==> src/rtl/chr_latch_pkg.sv <==
package chr_latch_pkg;
    typedef enum logic [1:0] {
        GRAN_8K = 2'd0,
        GRAN_4K = 2'd1,
        GRAN_2K = 2'd2,
        GRAN_1K = 2'd3
    } gran_e;

    // tile row nibbles that move a latch
    localparam logic [3:0] NIB_CLEAR = 4'hD;
    localparam logic [3:0] NIB_SET   = 4'hE;
    localparam logic [3:0] ROW_HIT   = 4'hF;
endpackage

==> src/rtl/chr_bank_regs.sv <==
module chr_bank_regs #(
    parameter int NREG = 8,
    parameter int BW   = 8,
    localparam int IW  = $clog2(NREG),
    localparam int VW  = 2 * BW
) (
    input  logic                     clk,
    input  logic                     rst_n,
    input  logic                     wr,
    input  logic                     hi,
    input  logic [IW-1:0]            idx,
    input  logic [BW-1:0]            data,
    output logic [NREG-1:0][VW-1:0]  val
);
    typedef struct packed {
        logic [NREG-1:0][BW-1:0] hi_b;
        logic [NREG-1:0][BW-1:0] lo_b;
    } regs_t;

    regs_t st_d, st_q;

    always_comb begin
        st_d = st_q;
        if (wr) begin
            if (hi) st_d.hi_b[idx] = data;
            else    st_d.lo_b[idx] = data;
        end
    end

    always_ff @(posedge clk) begin
        if (!rst_n) st_q <= '1;
        else        st_q <= st_d;
    end

    for (genvar r = 0; r < NREG; r++) begin : g_val
        assign val[r] = {st_q.hi_b[r], st_q.lo_b[r]};
    end
endmodule

==> src/rtl/chr_fetch_latch.sv <==
module chr_fetch_latch
    import chr_latch_pkg::*;
#(
    parameter int AW = 14
) (
    input  logic          clk,
    input  logic          rst_n,
    input  logic          en,
    input  logic          rd,
    input  logic [AW-1:0] addr,
    output logic [1:0]    alt
);
    typedef struct packed {
        logic [1:0] alt;
    } lat_t;

    lat_t st_d, st_q;
    logic row_hit;
    logic [3:0] nib;

    assign nib     = addr[7:4];
    assign row_hit = rd && (addr[AW-1:13] == '0) && (addr[11:8] == ROW_HIT);

    always_comb begin
        st_d = st_q;
        if (!en) begin
            st_d.alt = '0;
        end else if (row_hit && (nib == NIB_CLEAR || nib == NIB_SET)) begin
            st_d.alt[addr[12]] = (nib == NIB_SET);
        end
    end

    always_ff @(posedge clk) begin
        if (!rst_n) st_q <= '0;
        else        st_q <= st_d;
    end

    assign alt = st_q.alt;
endmodule

==> src/rtl/chr_slot_map.sv <==
module chr_slot_map
    import chr_latch_pkg::*;
#(
    parameter int NREG = 8,
    parameter int VW   = 16,
    localparam int IW  = $clog2(NREG),
    localparam int HALF = NREG / 2,
    localparam int PAIR_OFS = NREG / 4
) (
    input  gran_e                    gran,
    input  logic [NREG-1:0][VW-1:0]  val,
    input  logic [1:0]               alt,
    input  logic [VW-1:0]            mask,
    input  logic [VW-1:0]            outer,
    output logic [NREG-1:0][VW-1:0]  slot
);
    for (genvar s = 0; s < NREG; s++) begin : g_slot
        localparam int HB   = s / HALF;
        localparam int BASE = HB * HALF;
        logic [IW-1:0] idx;

        always_comb begin
            unique case (gran)
                GRAN_8K: idx = '0;
                GRAN_4K: idx = alt[HB] ? IW'(BASE + PAIR_OFS) : IW'(BASE);
                GRAN_2K: idx = IW'(s - (s % 2));
                default: idx = IW'(s);
            endcase
        end

        assign slot[s] = (val[idx] & mask) | outer;
    end
endmodule

==> src/rtl/chr_latch_bank.sv <==
module chr_latch_bank
    import chr_latch_pkg::*;
#(
    parameter int NREG = 8,
    parameter int BW   = 8,
    parameter int AW   = 14,
    localparam int IW  = $clog2(NREG),
    localparam int VW  = 2 * BW
) (
    input  logic               clk,
    input  logic               rst_n,
    input  logic               cpu_wr,
    input  logic               cpu_hi,
    input  logic [IW-1:0]      cpu_idx,
    input  logic [BW-1:0]      cpu_data,
    input  logic               ppu_rd,
    input  logic [AW-1:0]      ppu_addr,
    input  logic               latch_en,
    input  logic [1:0]         gran_sel,
    input  logic [VW-1:0]      size_mask,
    input  logic [VW-1:0]      outer_bank,
    output logic [NREG*VW-1:0] slot_bank
);
    logic [NREG-1:0][VW-1:0] reg_val;
    logic [NREG-1:0][VW-1:0] slot_val;
    logic [1:0]              lat_alt;

    chr_bank_regs #(.NREG(NREG), .BW(BW)) i_regs (
        .clk  (clk),
        .rst_n(rst_n),
        .wr   (cpu_wr),
        .hi   (cpu_hi),
        .idx  (cpu_idx),
        .data (cpu_data),
        .val  (reg_val)
    );

    chr_fetch_latch #(.AW(AW)) i_latch (
        .clk  (clk),
        .rst_n(rst_n),
        .en   (latch_en),
        .rd   (ppu_rd),
        .addr (ppu_addr),
        .alt  (lat_alt)
    );

    chr_slot_map #(.NREG(NREG), .VW(VW)) i_map (
        .gran (gran_e'(gran_sel)),
        .val  (reg_val),
        .alt  (lat_alt),
        .mask (size_mask),
        .outer(outer_bank),
        .slot (slot_val)
    );

    assign slot_bank = slot_val;
endmodule

==> config.mk <==
export PLATFORM = sky130hd
export DESIGN_NAME = chr_latch_bank
export DESIGN_NICKNAME = d
export VERILOG_FILES = /design/src/rtl/chr_latch_pkg.sv /design/src/rtl/chr_bank_regs.sv /design/src/rtl/chr_fetch_latch.sv /design/src/rtl/chr_slot_map.sv /design/src/rtl/chr_latch_bank.sv
export SDC_FILE = /design/constraint.sdc
export NUM_CORES = 1
export LEC_CHECK = 0
export BUFFER_PORTS_ARGS = -buffer_cell sky130_fd_sc_hd__buf_2
export CAP_MARGIN = 20
export CORE_MARGIN = 1
export CORE_UTILIZATION = 45
export DETAILED_ROUTE_END_ITERATION = 8
export PLACE_DENSITY = 0.68
export RECOVER_POWER = 25
export SYNTH_ARGS = -nofsm -noshare
export SYNTH_HDL_FRONTEND = slang
export SYNTH_HIERARCHICAL = 1
export SYNTH_SLANG_ARGS = --single-unit
==> constraint.sdc <==
create_clock -name clk -period 2.7 [get_ports clk]
set_input_delay 0.405 -clock clk [delete_from_list [all_inputs] [get_ports clk]]
set_output_delay 0.405 -clock clk [all_outputs]
set_load 0.01 [all_outputs]
-- After elaboration in Yosys (flattened, before gate mapping)
Index checks and enable logic that the tools add are counted.
W data, S select, Z words.
- output and inout port bits: 128
- memory bits (read-only): 0
- bits in latches: 0
- memory bits (writable): 0
- bits in registers: 130
- input port bits: 65
- memories kept: 0
- equal/unequal tests: 5
- reduce and logical (&&, ||, !) cells: 11
- muxes and demuxes: 33
- divide/modulo/power cells: 0
- order comparisons: 12
- bitwise logic cells: 18
- shifts and indexed selects: 0
- multiply operators: 0
- $add $sub $neg: 0
- operators by type and width (cell ; count):
    $bmux W16 S3 ; 8
    $and A16 B16 Y16 ; 8
    $bwmux W64 ; 2
    $mux W16 ; 8
    $or A16 B16 Y16 ; 8
    $lt A3 B4 Y1 const B ; 9
    $pmux W3 S3 ; 3
    $demux W8 S3 ; 1
    $pmux W3 S2 ; 4
    $eq A4 B4 Y1 const B ; 3
    $mux W8 ; 1
    $reduce_and A2 Y1 ; 3
    $logic_and A1 B1 Y1 ; 5
    $mux W2 ; 2
    $ge A3 B1 Y1 const B ; 1
    $mux W3 ; 1
    $bwmux W2 ; 1
    $eq A2 B1 Y1 const B ; 1
    $eq A2 B2 Y1 const B ; 1
    $logic_not A2 Y1 ; 1
    $lt A1 B2 Y1 const B ; 1
    $not A1 Y1 ; 2
    $reduce_or A2 Y1 ; 1
    $demux W1 S1 ; 1
    3 further kinds ; 3

-- Depth between registers and ports, before layout
Gate-level depths: netlist (run 1).
- depth in word-level cells: 7
- gate-level depth with buffers: 7

-- By module
Netlist (run 1), hierarchy kept.
- by module, submodules not included (module ; times used ; area each (um2) ; cells an instance ; sequential area each (um2)):
    chr_bank_regs ; 1 ; 4908.5 ; 530 ; 2562.5
    chr_slot_map ; 1 ; 3528.4 ; 525 ; 0.0
    chr_fetch_latch ; 1 ; 132.6 ; 15 ; 40.0

-- Worst setup path before layout (run 1)
Ideal clock, no wire load.
- path kind: input to output
- start: input gran_sel[0]
- end: output slot_bank[62]
- data arrival time: 1.370 ns
- cell stages on the path: 5
- path buffers: 2
- path slack: 0.925 ns
- cell sequence: buf_6 > buf_2 > mux2_2 > a31oi_1 > o21ai_0
- cells in the longest elaborated chain, start to end: 6
- elaborated cells on any way between the ends: 8
- those cells by class: eq/ne (2); mux (3); bitwise (2); reduce/logical (1)
- ends and longest elaborated chain (what ; RTL line ; source):
    from (decl) ; chr_latch_bank.sv:19 ; input logic [1:0] gran_sel,
    $eq A2 B2 Y1, or another cell as far along ; chr_slot_map.sv:23 ; unique case (gran)
    $pmux W3 S3 * ; chr_slot_map.sv:23 ;
    $bmux W16 S3 * ; chr_slot_map.sv:31 ; assign slot[s] = (val[idx] & mask) | outer;
    $mux W16 (implied by the code) * ; chr_slot_map.sv:31 ;
    $and A16 B16 Y16 * ; chr_slot_map.sv:31 ;
    $or A16 B16 Y16 * ; chr_slot_map.sv:31 ;
    to (decl) ; chr_latch_bank.sv:22 ; output logic [NREG*VW-1:0] slot_bank
Mark *: on every way between the ends. The rest lies on a longest branch, timed or not. The select of a mux whose other input is x is not followed.

-- Worst setup path in the final report (run 1)
- start: register i_latch.st_q (netlist bit i_latch/alt[1])
- end: output slot_bank[67]
- cells in the longest elaborated chain, start to end: 6
- ends and longest elaborated chain (what ; RTL line ; source):
    from (decl) ; chr_fetch_latch.sv:17 ; lat_t st_d, st_q;
    from (signal assigned) ; chr_fetch_latch.sv:35 ; else st_q <= st_d;
    $mux W2 ; chr_slot_map.sv:25 ; GRAN_4K: idx = alt[HB] ? IW'(BASE + PAIR_OFS) : IW'(BASE);
    $pmux W3 S2 ; chr_slot_map.sv:23 ;
    $bmux W16 S3 ; chr_slot_map.sv:31 ;
    $mux W16 (implied by the code) ; chr_slot_map.sv:31 ;
    $and A16 B16 Y16 ; chr_slot_map.sv:31 ;
    $or A16 B16 Y16 ; chr_slot_map.sv:31 ;
No other way between the ends. The select of a mux whose other input is x is not followed.

==> results of run 1 <==
[where the power goes]
group | internal, W | total, W | switching [W] | leakage [nW]
combinational | 0.000298 | 0.000859 | 0.000561 | 2.45
clock | 0.00171 | 0.00260 | 0.000881 | 0.315
sequential | 0.00196 | 0.00201 | 0.0000442 | 1.06
[cells in the mapped netlist (2+ instances only)]
library cell,count
o21ai_0,169
dfxtp_1,130
o311ai_0,63
nand2_1,59
clkbuf_1,49
mux2i_1,45
a21oi_1,40
o21ai_1,40
o311ai_1,39
nand3_1,37
a21o_1,36
nor2_1,32
inv_1,30
buf_2,28
nor2b_1,24
nor3b_1,24
o31ai_1,22
nand2b_1,16
o221ai_1,16
buf_6,15
nor3_1,15
o21bai_1,13
a31o_2,11
buf_4,11
o22ai_1,11
or3_1,11
mux2_2,8
nand3b_1,8
o21a_1,8
buf_1,7
mux2_4,7
a31oi_1,5
o31a_1,5
or2_2,5
a21boi_1,4
nand3b_4,3
a21oi_2,2
clkbuf_2,2
nor4_1,2
or3b_4,2
[worst register-to-register path: cells and delay by family, from the launching register on]
family	cells	cell delay, ns
DFF	1	0.44
muxes	1	0.25
buffers and inverters	1	0.33
and+or+nand+nor	1	0.11
[stage by stage]
step                      cell area (um2)  instances  power [W]
after global routing                10100       1443    0.00562
final                               10100       1446    0.00546
after detailed placement             9460       1411    0.00289
after global placement               9460       1411    0.00288
after floorplan                      8570       1070    0.00255
after CTS                           10100       1443    0.00546
[routing by layer]
layer	wire [um]	up-vias	GRT usage, %
met2	13600	534	47.9
li1	-	4346	-
met5	0	-	0
met1	13600	4265	41.7
met4	1210	0	16.8
met3	2800	53	6.50
[cell type report]
class | count | share of cell area (%)
clock inverters | 12 | 2.00
repair buffers | 219 | 11.8
diodes | 3 | 0.0741
multi-input cells | 797 | 51.7
clock buffers | 20 | 4.61
inverters | 31 | 1.15
flip-flops and latches | 130 | 25.7
well taps | 234 | 2.89
[flip-flops by register name, summed over array words and instances, names as in the netlist]
register / count
i_regs/val: 128
i_latch/alt: 2
[kinds of logic after synthesis]
family,share of synthesized area (%)
AO/OA/AOI/OAI,37.2
flip-flops,30.4
multiplexers,7.53
buffers and inverters,8.50
XOR/XNOR,0.102
AND/OR/NAND/NOR,16.3
[path summary, 6_finish.rpt]
kind	start	endpoint	cells after the start
setup / recovery	i_latch/alt[1]	slot_bank[67]	4
hold / removal	latch_en	i_latch/alt[1]	3
setup reg to reg	i_latch/alt[1]	i_latch/alt[1]	3
hold reg to reg	i_regs/val[57]	i_regs/val[57]	1
==> run_results.csv, run 1 <==
group,metric,value,unit
yosys,yosysWarnings,6,
floorplan,rows,50,
placed_design,hpwlAfterDp,21.5,mm
cts,clock-sinks,130,
power_and_ir_drop,p_per_area,539,nW/um2
critical_path,cpLargestDelayFamily,"compound AO/OA/AOI/OAI gates",
power_and_ir_drop,leakagePower,3.82,nW
cts,cts_inserted_buffers,17,
floorplan,ioPinCount,193,
timing,setup_tns,0,ns
yosys,async_flop_share,0,%
cells_and_area,syn2layout_area_growth,18.2,%
route,wl_per_cell,21.6,um
placed_design,gp_congestion,0.924,
floorplan,core_area,18700,um2
cts,clock_latency,0.41,ns
timing,timing.final.crit_share,93.0,%
yosys,ys.flop_type,"dfxtp_1",
floorplan,initial_core_util,45.8,%
route,drt_wl_total,31.2,mm
yosys,seq_area_frac_synth,30.4,%
global_route,grt_pass1_vias,8290,
timing,hold_viol_final,0,
power_and_ir_drop,ir_worst_vdd,0.456,mV
min_path,min_path_type,"in2reg",
timing,setup_viol,0,
critical_path,worst_setup_path_start_kind,"flop",
route,num_vias,9198,
status,outcome,"finished with violations",
job,max-cap-violations,1,
yosys,synth_cells,1070,
timing,clock.fmax,398,MHz
cells_and_area,layout-drive-gt1-share,24.4,%
timing,slew_headroom,-43.5,%
route,route.detailed.drc,0,
cells_and_area,mostFrequentLayoutCells,"buf_2, o21ai_0, dfxtp_1",
cts,hold_buffers,0,
timing,slew_viol_final,132,
route,ant_nets,0,
cells_and_area,multiInputGateArea,5240,um2
route,viasPerCell,6.36,
cells_and_area,final_nets,1261,
yosys,syn_area,8570,um2
yosys,synth_cell_types,56,
cells_and_area,fin_util,54.1,%
placed_design,dp_slack,0.154,ns
cts,cts_resized,0,
cts,cts_tree,"done",
critical_path,path_cells,"nand2_1, o311ai_0, o21ai_1, buf_2",
timing,fin_crit,2.51,ns
global_route,grt_max_degree,132,
timing,worst_slew_pin_slew,2.15,ns
route,drtIter0Drc,920,
placed_design,io_buffers,188,
critical_path,required,2.30,ns
yosys,synth.top_cell.area_share,30.4,%
global_route,grt_pass1_wl,47.6,mm
status,violations,"capacitance limit, slew limit",
floorplan,die_area,19600,um2
cts,clk_path_buf_depth,2,
floorplan,die_h,140,um
critical_path,rrSetupSlack,1.49,ns
global_route,antenna_found_initial,3,
global_route,track_usage,31.4,%
yosys,synth.area.top_cells,"dfxtp_1, o21ai_0, o311ai_0",
yosys,synth_top_cell_by_area,"dfxtp_1",
yosys,synth.avg_cell_area,8.01,um2
cts,cts_root_buf,"clkbuf_16",
critical_path,setup.worst_path.end_class,"output port",
critical_path,path_class,"reg2out",
critical_path,critPathBufInv,1,
cells_and_area,layout_commonest_cell,"buf_2",
cells_and_area,seqCellArea,2600,um2
critical_path,cpMaxStageDelayCell,"o311ai_0",
global_route,overflow,0,
yosys,syn-num-nets,1135,
route,first_pass_iters,5,
timing,fin_skew,0,ns
cts,clk_pin_slew,0.06,ns
yosys,synth_seq_cells,130,
cts,cts-htree-levels,4,
cts,cts_setup_buffers,0,
critical_path,max_stage_delay,0.55,ns
critical_path,crit_arrival,2.10,ns
timing,whs,0.321,ns
critical_path,path_max_fanout,11,
timing,worst_slack,0.190,ns
floorplan,die_w,140,um
timing,rsz0062_at_grt,"false",
cells_and_area,fillers,1757,
yosys,synth_edf_count,0,
(Power assumes the default switching activity.)
==> inputs of run 2 (changes only) <==
==> constraint.sdc (replaced) <==
create_clock -name clk -period 2.8 [get_ports clk]
set_input_delay 0.42 -clock clk [delete_from_list [all_inputs] [get_ports clk]]
set_output_delay 0.42 -clock clk [all_outputs]
set_load 0.01 [all_outputs]
==> run 2 against run 1 <==
Net effect:
- the run now ends clean
- sequential cell count unchanged
- clock power decreased by 20%
- clock skew unchanged
- power decreased by 11%
- first-iteration DRC count increased by 6.3%
- critical endpoint is now slot_bank[12]
- highest routed layer unchanged
==> run_results.csv, run 2 (synthesized netlist as in run 1, its figures left out) <==
group,metric,value,unit
timing,whs,0.336,ns
cts,clk_pin_slew,0.05,ns
route,drtIter0Drc,978,
cts,cts_setup_buffers,0,
cts,clk_path_buf_depth,2,
route,num_vias,9258,
global_route,grt_pass1_wl,47.6,mm
global_route,antenna_found_initial,3,
critical_path,crit_arrival,2.20,ns
min_path,min_path_type,"in2reg",
power_and_ir_drop,seq_power_share,40.0,%
cts,cts_inserted_buffers,17,
timing,worst_slew_pin_slew,1.26,ns
route,wl_per_cell,21.7,um
cells_and_area,final_nets,1259,
timing,hold_viol_final,0,
floorplan,die_h,140,um
cells_and_area,layout_commonest_cell,"buf_2",
power_and_ir_drop,combPwrFrac,17.1,%
placed_design,hpwlAfterDp,21.7,mm
job,max-cap-violations,0,
timing,timing.final.crit_share,93.7,%
route,ant_nets,0,
cts,cts-htree-levels,4,
critical_path,path_common_cell,"buf_2",
cts,cts_tree,"done",
power_and_ir_drop,clock_power_share,42.9,%
timing,rsz0062_at_grt,"false",
power_and_ir_drop,ir_worst_vdd,0.496,mV
timing,fin_skew,0,ns
critical_path,setup.worst_path.end_class,"output port",
global_route,grt_pass1_vias,8284,
power_and_ir_drop,p_per_area,484,nW/um2
global_route,use_met2,47.8,%
timing,clock.fmax,381,MHz
cells_and_area,mostFrequentLayoutCells,"buf_2, o21ai_0, dfxtp_1",
timing,slew_viol_final,0,
placed_design,placed_cells,1409,
critical_path,path_max_fanout,36,
status,outcome,"finished, final reports clean",
global_route,grt_use_met1,41.9,%
cells_and_area,largest_register_ffs,128,
power_and_ir_drop,p_sw_share,28.1,%
cells_and_area,seqCellArea,2600,um2
floorplan,ioPinCount,193,
floorplan,die_w,140,um
global_route,grt_max_degree,56,
placed_design,post_dp_cell_area,9460,um2
placed_design,io_buffers,188,
timing,setup_viol,0,
cts,clock_latency,0.41,ns
placed_design,dp_slack,0.202,ns
cts,clock-sinks,130,
critical_path,path_class,"in2out",
timing,worst_slack,0.176,ns
timing,fin_crit,2.62,ns
critical_path,path_cells,"buf_2, buf_12, nand3b_4, mux2_4, a21o_1, buf_2",
floorplan,die_area,19600,um2
critical_path,worst_setup_path_start_kind,"input pin",
cts,hold_buffers,0,
placed_design,gp_congestion,0.941,
global_route,track_usage,31.5,%
critical_path,max_stage_delay,0.45,ns
timing,slew_headroom,15.8,%
cts,cts_resized,0,
power_and_ir_drop,leakagePower,3.76,nW
critical_path,cpLargestDelayFamily,"buffers and inverters",
global_route,overflow,0,
cells_and_area,syn2layout_area_growth,16.7,%
route,drt_wl_total,31.3,mm
critical_path,required,2.38,ns
cts,cts_root_buf,"clkbuf_16",
cells_and_area,fin_cells,1443,
critical_path,cpMaxStageDelayCell,"mux2_4",
floorplan,core_area,18700,um2
global_route,grt_util_met3,6.94,%
floorplan,rows,50,
cells_and_area,layout-drive-gt1-share,23.4,%
global_route,busiest_layer,"met2",
cells_and_area,fillers,1788,
timing,setup_tns,0,ns
cells_and_area,multiInputGateArea,5240,um2
power_and_ir_drop,switchingPower,0.00136,W
power_and_ir_drop,p_int,0.00348,W
route,route.detailed.drc,0,
floorplan,initial_core_util,45.8,%
critical_path,critPathBufInv,3,
route,first_pass_iters,5,
cells_and_area,fin_area,10000,um2
route,viasPerCell,6.42,
-- run 2: cell count changes in the layout (fill, tap and decap cells not counted), moves of 4 or more --
cell and change:
clkinvlp_4 -4, buf_4 -8, bufinv_16 -4, clkinv_2 +4, clkbuf_1 +9
-- run 2: final timing paths --
kind	from	end	slack [ns]	cells past startpoint
setup / recovery	gran_sel[0]	slot_bank[12]	0.18	6
hold / removal	latch_en	i_latch/alt[1]	0.34	3
setup reg to reg	i_latch/alt[0]	i_latch/alt[0]	1.30	3
hold reg to reg	i_regs/val[55]	i_regs/val[55]	0.46	1
-- run 2: layer usage --
layer / wire length [um] / vias up / part of all wire, %
met5: 0 / - / 0
met4: 1290 / 0 / 4.1
met3: 2700 / 66 / 8.6
met2: 13600 / 506 / 43
met1: 13700 / 4359 / 44
li1: - / 4327 / -
-- run 2: power by group through the flow --
stage	combinational (W)	sequential, W	clock, W
6_report	0.000827	0.00194	0.00207
5_1_grt	0.000889	0.00194	0.00218
4_1_cts	0.000816	0.00193	0.00209
3_5_place_dp	0.000811	0.00197	0
3_3_place_gp	0.000806	0.00197	0
2_1_floorplan	0.000505	0.00196	0
-- run 2: cell type report --
class | instances | area share [%]
clock buffers | 24 | 4.92
diodes | 4 | 0.100
inverters | 31 | 1.16
clock inverters | 6 | 0.551
well taps | 234 | 2.93
flip-flops and latches | 130 | 26.0
multi-input cells | 797 | 52.4
repair buffers | 217 | 11.9
-- run 2: stage by stage --
| step | utilization, % | power (W) |
|---|---|---|
| global placement | 50.6 | 0.00278 |
| CTS | 53.5 | 0.00484 |
| floorplan | - | 0.00246 |
| global route | 53.4 | 0.00500 |
| finish | 53.5 | 0.00484 |
| detailed placement | 50.6 | 0.00278 |
-- run 2: worst register-to-register path: stages (launching register included) --
cell and delay (ns):
dfxtp_1 0.49, clkbuf_1 0.49, nand3_1 0.13, mux2i_1 0.27
